File: src/rtl/mdrop_uart_pkg.sv
package mdrop_uart_pkg;

    localparam int DATA_MAX  = 8;
    localparam int FRAME_MAX = 13;  // start + 8 data + marker + parity + 2 stop

    typedef enum logic [1:0] {
        PAR_NONE = 2'b00,
        PAR_EVEN = 2'b01,
        PAR_ODD  = 2'b10
    } parity_e;

    // Configuration word layout: own_addr[13:6], md_en[5], parity[4:3], two_stop[2], len_code[1:0]
    typedef struct packed {
        logic [7:0] own_addr;
        logic       md_en;
        parity_e    parity;
        logic       two_stop;
        logic [1:0] len_code;
    } cfg_t;

    typedef struct packed {
        logic       overrun;
        logic       frame_err;
        logic       parity_err;
        logic       tx_idle;
        logic       thr_empty;
        logic       rx_valid;
    } status_t;

    typedef struct packed {
        logic [FRAME_MAX-1:0] bits;
        logic [3:0]           nbits;
    } frame_t;

    typedef struct packed {
        logic [8:0] word;
        logic       par_bad;
        logic       stop_bad;
    } rx_frame_t;

    function automatic int data_bits(cfg_t c);
        return 5 + int'(c.len_code);
    endfunction

    function automatic logic [3:0] frame_len(cfg_t c);
        int n;
        n = 2 + data_bits(c) + (c.md_en ? 1 : 0) + (c.parity != PAR_NONE ? 1 : 0)
              + (c.two_stop ? 1 : 0);
        return 4'(n);
    endfunction

    function automatic logic parity_bit(logic [8:0] w, cfg_t c);
        logic x;
        x = 1'b0;
        for (int i = 0; i < DATA_MAX; i++)
            if (i < data_bits(c)) x = x ^ w[i];
        if (c.md_en) x = x ^ w[8];
        return (c.parity == PAR_ODD) ? ~x : x;
    endfunction

    function automatic frame_t build_frame(logic [8:0] w, cfg_t c);
        frame_t f;
        int     n;
        f.bits    = '1;
        f.bits[0] = 1'b0;
        n = 1;
        for (int i = 0; i < DATA_MAX; i++)
            if (i < data_bits(c)) begin
                f.bits[n] = w[i];
                n++;
            end
        if (c.md_en) begin
            f.bits[n] = w[8];
            n++;
        end
        if (c.parity != PAR_NONE) f.bits[n] = parity_bit(w, c);
        f.nbits = frame_len(c);
        return f;
    endfunction

    // sh holds the bits after the start bit, first received at index 0
    function automatic rx_frame_t decode_frame(logic [FRAME_MAX-2:0] sh, cfg_t c);
        rx_frame_t r;
        int        pos;
        r.word = '0;
        pos = 0;
        for (int i = 0; i < DATA_MAX; i++)
            if (i < data_bits(c)) begin
                r.word[i] = sh[pos];
                pos++;
            end
        if (c.md_en) begin
            r.word[8] = sh[pos];
            pos++;
        end
        r.par_bad = 1'b0;
        if (c.parity != PAR_NONE) begin
            r.par_bad = (sh[pos] != parity_bit(r.word, c));
            pos++;
        end
        r.stop_bad = ~sh[pos];
        if (c.two_stop) r.stop_bad = r.stop_bad | ~sh[pos+1];
        return r;
    endfunction

endpackage

File: src/rtl/mdrop_uart_baud.sv
module mdrop_uart_baud #(
    parameter int DIV_W = 16
) (
    input  logic             clk,
    input  logic             rst,
    input  logic [DIV_W-1:0] div,
    output logic             tick
);
    logic [DIV_W-1:0] cnt;

    assign tick = (cnt >= div);

    always_ff @(posedge clk) begin
        if (rst)       cnt <= '0;
        else if (tick) cnt <= '0;
        else           cnt <= cnt + 1'b1;
    end

    // a non-zero divisor leaves at least one idle cycle between ticks
    p_tick_gap_r10: assert property (@(posedge clk) disable iff (rst)
        (tick && div != '0) |=> (!tick || div == '0));

endmodule

File: src/rtl/mdrop_uart_tx.sv
module mdrop_uart_tx
    import mdrop_uart_pkg::*;
(
    input  logic       clk,
    input  logic       rst,
    input  logic       tick,
    input  cfg_t       cfg,
    input  logic       wr,
    input  logic [8:0] wdata,
    output logic       thr_empty,
    output logic       idle,
    output logic       tx_o
);
    logic                 thr_full;
    logic [8:0]           thr_data;
    logic                 busy;
    logic [FRAME_MAX-1:0] shreg;
    logic [3:0]           nleft;
    logic [3:0]           tcnt;
    logic                 load;
    frame_t               fr_next;

    assign fr_next   = build_frame(thr_data, cfg);
    assign load      = !busy && thr_full && tick;
    assign thr_empty = !thr_full;
    assign idle      = !busy && !thr_full;
    assign tx_o      = busy ? shreg[0] : 1'b1;

    always_ff @(posedge clk) begin
        if (rst) begin
            thr_full <= 1'b0;
            thr_data <= '0;
            busy     <= 1'b0;
            shreg    <= '1;
            nleft    <= '0;
            tcnt     <= '0;
        end else begin
            if (load) begin
                shreg    <= fr_next.bits;
                nleft    <= fr_next.nbits;
                tcnt     <= '0;
                busy     <= 1'b1;
                thr_full <= 1'b0;
            end else if (busy && tick) begin
                if (tcnt == 4'd15) begin
                    tcnt  <= '0;
                    shreg <= {1'b1, shreg[FRAME_MAX-1:1]};
                    nleft <= nleft - 4'd1;
                    if (nleft == 4'd1) busy <= 1'b0;
                end else begin
                    tcnt <= tcnt + 4'd1;
                end
            end
            if (wr) begin
                thr_data <= wdata;
                thr_full <= 1'b1;
            end
        end
    end

    // every frame opens with a low start bit
    p_start_low_r1: assert property (@(posedge clk) disable iff (rst)
        load |=> (tx_o == 1'b0));
    // moving a word into the shifter frees the holding register at once
    p_thr_freed_r4: assert property (@(posedge clk) disable iff (rst)
        (load && !wr) |=> (thr_empty && !idle));

endmodule

File: src/rtl/mdrop_uart_rx.sv
module mdrop_uart_rx
    import mdrop_uart_pkg::*;
(
    input  logic       clk,
    input  logic       rst,
    input  logic       tick,
    input  cfg_t       cfg,
    input  logic       rx_i,
    input  logic       rd_pop,
    output logic       hold_valid,
    output logic [8:0] hold_data,
    output logic       pe_set,
    output logic       fe_set,
    output logic       ov_set
);
    typedef enum logic [1:0] {RX_IDLE, RX_START, RX_BITS, RX_DONE} rx_state_e;

    rx_state_e            state;
    logic                 s1, s2, armed, selected;
    logic [3:0]           tcnt, bidx, nexp;
    logic [FRAME_MAX-2:0] sh;
    rx_frame_t            dec;
    logic                 done, is_addr, match, deliver;

    assign nexp    = frame_len(cfg) - 4'd1;
    assign dec     = decode_frame(sh, cfg);
    assign done    = (state == RX_DONE);
    assign is_addr = cfg.md_en && dec.word[8];
    assign match   = (dec.word[7:0] == cfg.own_addr);
    assign deliver = !cfg.md_en || (is_addr ? match : selected);
    assign pe_set  = done && dec.par_bad;
    assign fe_set  = done && dec.stop_bad;
    assign ov_set  = done && deliver && hold_valid && !rd_pop;

    always_ff @(posedge clk) begin
        if (rst) begin
            s1       <= 1'b1;
            s2       <= 1'b1;
            state    <= RX_IDLE;
            armed    <= 1'b0;
            selected <= 1'b0;
            tcnt     <= '0;
            bidx     <= '0;
            sh       <= '0;
        end else begin
            s1 <= rx_i;
            s2 <= s1;
            case (state)
                RX_IDLE: if (tick) begin
                    armed <= s2;
                    if (!s2 && armed) begin
                        state <= RX_START;
                        tcnt  <= '0;
                    end
                end
                RX_START: if (tick) begin
                    if (tcnt == 4'd6) begin
                        if (!s2) begin
                            state <= RX_BITS;
                            tcnt  <= '0;
                            bidx  <= '0;
                        end else begin
                            state <= RX_IDLE;
                        end
                    end else begin
                        tcnt <= tcnt + 4'd1;
                    end
                end
                RX_BITS: if (tick) begin
                    if (tcnt == 4'd15) begin
                        tcnt     <= '0;
                        sh[bidx] <= s2;
                        bidx     <= bidx + 4'd1;
                        if (bidx == nexp - 4'd1) state <= RX_DONE;
                    end else begin
                        tcnt <= tcnt + 4'd1;
                    end
                end
                default: begin
                    state <= RX_IDLE;
                    armed <= 1'b0;
                    if (is_addr) selected <= match;
                end
            endcase
        end
    end

    always_ff @(posedge clk) begin
        if (rst) begin
            hold_valid <= 1'b0;
            hold_data  <= '0;
        end else begin
            if (rd_pop) hold_valid <= 1'b0;
            if (done && deliver && !ov_set) begin
                hold_data  <= dec.word;
                hold_valid <= 1'b1;
            end
        end
    end

    // a start candidate that is high at its middle sample is abandoned
    p_glitch_reject_r5: assert property (@(posedge clk) disable iff (rst)
        (state == RX_START && tick && tcnt == 4'd6 && s2) |=> (state == RX_IDLE));
    // taking the held character empties the holding register
    p_pop_clears_r6: assert property (@(posedge clk) disable iff (rst)
        (rd_pop && !done) |=> !hold_valid);
    // on overrun the older character survives
    p_overrun_keeps_r7: assert property (@(posedge clk) disable iff (rst)
        ov_set |=> (hold_valid && $stable(hold_data)));
    // an address for another node deselects this one
    p_mismatch_deselect_r8: assert property (@(posedge clk) disable iff (rst)
        (done && is_addr && !match) |=> !selected);

endmodule

File: src/rtl/mdrop_uart.sv
module mdrop_uart
    import mdrop_uart_pkg::*;
#(
    parameter int HOST_W    = 16,
    parameter int DIV_RESET = 3
) (
    input  logic              clk,
    input  logic              rst,
    input  logic [1:0]        host_addr,
    input  logic              host_wr,
    input  logic              host_rd,
    input  logic [HOST_W-1:0] host_wdata,
    output logic [HOST_W-1:0] host_rdata,
    output logic              tx_dma_req,
    input  logic              tx_dma_ack,
    input  logic [8:0]        tx_dma_data,
    output logic              rx_dma_req,
    input  logic              rx_dma_ack,
    output logic [8:0]        rx_dma_data,
    input  logic              ser_rx,
    output logic              ser_tx
);
    localparam int DIV_W = HOST_W;
    localparam int CFG_W = $bits(cfg_t);

    cfg_t             cfg_q;
    logic [DIV_W-1:0] div_q;
    logic             tick, tx_wr, rx_pop, err_clr;
    logic [8:0]       tx_word;
    logic             thr_empty, tx_idle, rx_valid, pe_set, fe_set, ov_set;
    logic [8:0]       rx_word;
    logic [2:0]       err_q;  // {overrun, frame, parity}
    status_t          status;

    assign tx_wr   = (host_wr && host_addr == 2'd0) || tx_dma_ack;
    assign tx_word = tx_dma_ack ? tx_dma_data : host_wdata[8:0];
    assign rx_pop  = (host_rd && host_addr == 2'd0) || rx_dma_ack;
    assign err_clr = host_rd && host_addr == 2'd1;

    always_ff @(posedge clk) begin
        if (rst) begin
            cfg_q <= cfg_t'(CFG_W'(3));
            div_q <= DIV_W'(DIV_RESET);
            err_q <= '0;
        end else begin
            if (host_wr && host_addr == 2'd2) cfg_q <= cfg_t'(host_wdata[CFG_W-1:0]);
            if (host_wr && host_addr == 2'd3) div_q <= host_wdata;
            err_q <= (err_q & {3{~err_clr}}) | {ov_set, fe_set, pe_set};
        end
    end

    mdrop_uart_baud #(.DIV_W(DIV_W)) baud_i (
        .clk(clk), .rst(rst), .div(div_q), .tick(tick)
    );

    mdrop_uart_tx tx_i (
        .clk(clk), .rst(rst), .tick(tick), .cfg(cfg_q), .wr(tx_wr), .wdata(tx_word),
        .thr_empty(thr_empty), .idle(tx_idle), .tx_o(ser_tx)
    );

    mdrop_uart_rx rx_i (
        .clk(clk), .rst(rst), .tick(tick), .cfg(cfg_q), .rx_i(ser_rx), .rd_pop(rx_pop),
        .hold_valid(rx_valid), .hold_data(rx_word),
        .pe_set(pe_set), .fe_set(fe_set), .ov_set(ov_set)
    );

    assign status = '{overrun: err_q[2], frame_err: err_q[1], parity_err: err_q[0],
                      tx_idle: tx_idle, thr_empty: thr_empty, rx_valid: rx_valid};

    always_comb begin
        case (host_addr)
            2'd0:    host_rdata = HOST_W'(rx_word);
            2'd1:    host_rdata = HOST_W'(status);
            2'd2:    host_rdata = HOST_W'(cfg_q);
            default: host_rdata = div_q;
        endcase
    end

    assign tx_dma_req  = thr_empty;
    assign rx_dma_req  = rx_valid;
    assign rx_dma_data = rx_word;

    // a status read with no new error leaves all sticky bits clear
    p_err_clear_r7: assert property (@(posedge clk) disable iff (rst)
        (err_clr && !pe_set && !fe_set && !ov_set) |=> (err_q == 3'b000));
    // an acknowledged transmit request fills the holding register
    p_dma_fill_r9: assert property (@(posedge clk) disable iff (rst)
        tx_dma_ack |=> !tx_dma_req);

endmodule

File: config.mk
export PLATFORM = sky130hd
export DESIGN_NAME = mdrop_uart
export DESIGN_NICKNAME = d
export VERILOG_FILES = /design/src/rtl/mdrop_uart_pkg.sv /design/src/rtl/mdrop_uart_baud.sv /design/src/rtl/mdrop_uart_tx.sv /design/src/rtl/mdrop_uart_rx.sv /design/src/rtl/mdrop_uart.sv
export SDC_FILE = /design/constraint.sdc
export NUM_CORES = 1
export LEC_CHECK = 0
export CAP_MARGIN = 25
export CORE_MARGIN = 4
export CORE_UTILIZATION = 53
export DETAILED_ROUTE_END_ITERATION = 12
export PLACE_DENSITY_LB_ADDON = 0.05
export SLEW_MARGIN = 20
export SYNTH_ARGS = -nofsm -noshare
export SYNTH_HDL_FRONTEND = slang
export SYNTH_SLANG_ARGS = --single-unit
File: constraint.sdc
create_clock -name clk -period 4.29 [get_ports clk]
set_clock_uncertainty 0.1 [all_clocks]
set_input_delay 0.858 -clock clk [delete_from_list [all_inputs] [get_ports clk]]
set_output_delay 0.858 -clock clk [all_outputs]
set_load 0.005 [all_outputs]
==> flow_metrics.env <==
export IMPL_cp_end_kind="flop"
export IMPL_required_time_of_the_worst_setup_path_ns=4.48
export IMPL_floorplan_initialDensity=0.550
export IMPL_slowest_delay_ns=0.47
export IMPL_fin_crit_sh=0.929
export IMPL_cts_setup_buffers=0
export IMPL_layout_min_cycle_time_ns=3.99
export IMPL_timing_hold_ws_ns=0.305
export IMPL_critPathArrivalTime_ns=4.18
export IMPL_critPathTopFamily="adder cells"
export IMPL_setup_reg_to_reg_worst_slack_ns=0.30
export IMPL_place_port_buffers=61
export IMPL_clkSlewWorstSetupHoldPaths_ns=0.05
export IMPL_powerDensity_nw_per_um2=349
export IMPL_tritoncts="yes"
export IMPL_synth_edf_count=0
export IMPL_drc_errors=0
export IMPL_dieArea_um2=16600
export IMPL_grt_busiest_layer="met2"
export IMPL_cts_sinks=117
export IMPL_detail_route_iter0_violations=517
export IMPL_timing_max_slew_rel_slack=0.313
export IMPL_yosys_cell_count_top_type="sky130_fd_sc_hd__nand2_1"
export IMPL_most_numerous_cell_types_in_the_synthesized_netlist="sky130_fd_sc_hd__nand2_1 (144), sky130_fd_sc_hd__dfxtp_1 (117), sky130_fd_sc_hd__nor2_1 (81)"
export IMPL_worst_slew_pin_transition_ns=1.02
export IMPL_drive_gt1_frac=0.0800
export IMPL_die_w_um=129
export IMPL_list_of_cells_traversed_by_the_critical_path="nor2_1 > inv_2 > fa_1 > ha_1 > fa_1 > xnor2_1 > ha_1 > xor2_1 > xnor2_1 > a41oi_1 > a2111oi_0 > buf_4 > nand2_1 > a32o_1"
export IMPL_hold_path_class="flop to flop"
export IMPL_synth_top_cell_by_area="sky130_fd_sc_hd__dfxtp_1"
export IMPL_post_route_utilization=0.637
export IMPL_syn_cell_area_um2=7750
export IMPL_setup_tns_final_ns=0
export IMPL_detailed_place_hpwl_mm=15.9
export IMPL_synth_cells=943
export IMPL_grt_use_met3=0.0548
export IMPL_r2r_worst_path_depth=14
export IMPL_grt_start_max_net_pins=91
export IMPL_hold_worst_path_end="rx_i.s2"
export IMPL_io_pins=62
export IMPL_worst_hold_startpoint="rx_i.s1"
export IMPL_drtPass1Iterations=5
export IMPL_grt_pass1_wl_mm=34.6
export IMPL_vias_per_cell=5.99
export IMPL_synth_seq_area_share=0.302
export IMPL_run_status="finished clean"
export IMPL_cts_max_level=4
export IMPL_routed_wire_length_per_instance_um=18.4
export IMPL_met1_usage=0.345
export IMPL_post_cts_hold_buffer_count=0
export IMPL_worst_r2r_endpoint="rx_i.state[1]"
export IMPL_crit_path_start_kind="flop"
export IMPL_finalMaxSlewViolations=0
export IMPL_grt_pass1_vias=6538
export IMPL_fp_dieH_um=129
export IMPL_crit_path_max_fanout=10
export IMPL_nFillCells=1242
export IMPL_multi_input_area_um2=4910
export IMPL_drt_antenna_violating_nets=0
export IMPL_ctsLongestPathBuffers=2
export IMPL_register_area_um2=2340
export IMPL_cts_root_buffer="sky130_fd_sc_hd__clkbuf_16"
export IMPL_grt_setup_unrepaired="no"
export IMPL_synth_async_sr_flop_share=0
export IMPL_insertion_delay_ns=0.42
export IMPL_std_cell_rows=43
export IMPL_timing_worst_setup_path_type="flop to flop"
export IMPL_routed_via_count=6993
export IMPL_cap_violations=0
export IMPL_worst_hold_path_num_cells=1
export IMPL_net_total_in_the_final_layout=1056
export IMPL_area_delta_synth_final_pct=15.7
export IMPL_detail_route_wirelength_mm=21.5
export IMPL_cp_buffers_inverters=2
export IMPL_core_region_area_um2=14100
export IMPL_origin_of_the_critical_flop_to_flop_path="cfg_q[3]"
export IMPL_grtUsageMet2=0.434
export IMPL_mean_instance_size_in_the_synthesized_netlist_um2=8.22
export IMPL_weighted_congestion_reported_at_the_end_of_routability_driven_placement=0.922
export IMPL_antenna_cells=0
export IMPL_synthFlopType="sky130_fd_sc_hd__dfxtp_1"
export IMPL_ys_types=78
export IMPL_syn_nets=1023
export IMPL_grt_overflow=0
export IMPL_cts_buffers=17
export IMPL_cts_repair_resize_count=0
export IMPL_setup_violations=0
export IMPL_hold_viol=0
export IMPL_synth_seq_cells=117
export IMPL_number_of_antenna_violations_at_the_first_check_in_global_routing=0
export IMPL_grt_total_usage=0.263
export IMPL_synth_top_cell_area_share=0.302
export IMPL_timing_critical_path_slowest_stage_cell="sky130_fd_sc_hd__fa_1"
export IMPL_leakage_nw=3.45
export IMPL_ys_warnings_count=0
export IMPL_power_ir_vdd_worst_uv=259
export IMPL_clock_fmax_mhz=251
export IMPL_synthTopCellsByArea="sky130_fd_sc_hd__dfxtp_1 (30%), sky130_fd_sc_hd__ha_1 (7.1%), sky130_fd_sc_hd__nand2_1 (7.0%)"
## worst max path at each step
stage	start	end	cells after the start
2_1_floorplan	cfg_q[0]	rx_i.state[1]	15
3_3_place_gp	host_addr[1]	host_rdata[1]	3
3_5_place_dp	cfg_q[3]	rx_i.state[1]	14
4_1_cts	cfg_q[3]	rx_i.state[1]	14
5_1_grt	cfg_q[3]	rx_i.state[1]	14
6_report	cfg_q[3]	rx_i.state[1]	14
## flip-flops by register name, indices dropped and copies added, names as in the netlist
register and flops:
rx_i.tcnt 4, rx_i.armed 1, cfg_q 14, tx_i.shreg 13, rx_i.s2 1, tx_i.tcnt 4
rx_i.hold_valid 1, rx_i.sh 12, tx_i.thr_full 1, rx_i.selected 1, baud_i.cnt 16, err_q 3
rx_i.state 2, rx_i.hold_data 9, div_q 16, rx_i.s1 1, rx_i.bidx 4, tx_i.busy 1
tx_i.thr_data 9, tx_i.nleft 4
## cells in the final DEF (no fill, tap or decap), drive strengths merged, types with 6 or more instances in the layout
master,count
a21o,7
mux2,11
clkdlybuf4s50,60
mux4,14
a21oi,69
o31ai,9
nand2,145
dfxtp,117
a211oi,10
o21a,6
or3,6
clkbuf,21
nor2,81
o21ai,29
a21boi,7
xor2,17
nor2b,14
xnor2,35
a31oi,8
a221oi,9
nand3,31
and3,17
inv,47
buf,13
nor4,9
o211ai,7
and2,9
mux2i,48
ha,44
## report_power, final
part | leakage, nW | switching [mW] | total, mW | internal [mW]
clock network | 0.305 | 0.500 | 1.51 | 1.01
logic | 2.20 | 0.271 | 0.456 | 0.186
registers | 0.949 | 0.0436 | 1.17 | 1.13
## metal layers
| layer | vias up | wire (µm) |
|---|---|---|
| li1 | 3395 | - |
| met1 | 3297 | 9440 |
| met2 | 268 | 10300 |
| met3 | 33 | 1360 |
| met4 | 0 | 429 |
| met5 | - | 0 |
## cell families after synthesis
family                   after synthesis  synth area share
AO/OA/AOI/OAI                        197             0.166
XOR/XNOR                              52            0.0597
adder cells (fa/ha/maj)               46            0.0762
buffers and inverters                106            0.0649
flip-flops                           117             0.302
multiplexers                          73             0.119
AND/OR/NAND/NOR                      352             0.212
## metrics by stage
step	setup WS (ns)	cells	area (µm²)	total power, mW
finish	0.303	1167	8980	3.14
global route	0.0261	1167	8980	3.26
CTS	0.366	1166	8970	3.14
detailed placement	0.404	1136	8350	1.64
global placement	0.539	1136	8350	1.63
floorplan	0.186	943	7750	1.50
## final cells by class
cell class / instances / share of cell area
Tap cell: 180 / 0.0251
Timing Repair Buffer: 73 / 0.0775
Sequential cell: 117 / 0.261
Clock buffer: 21 / 0.0524
Multi-Input combinational cell: 720 / 0.548
Inverter: 47 / 0.0197
Clock inverter: 9 / 0.0169
(Power assumes the default switching activity.)
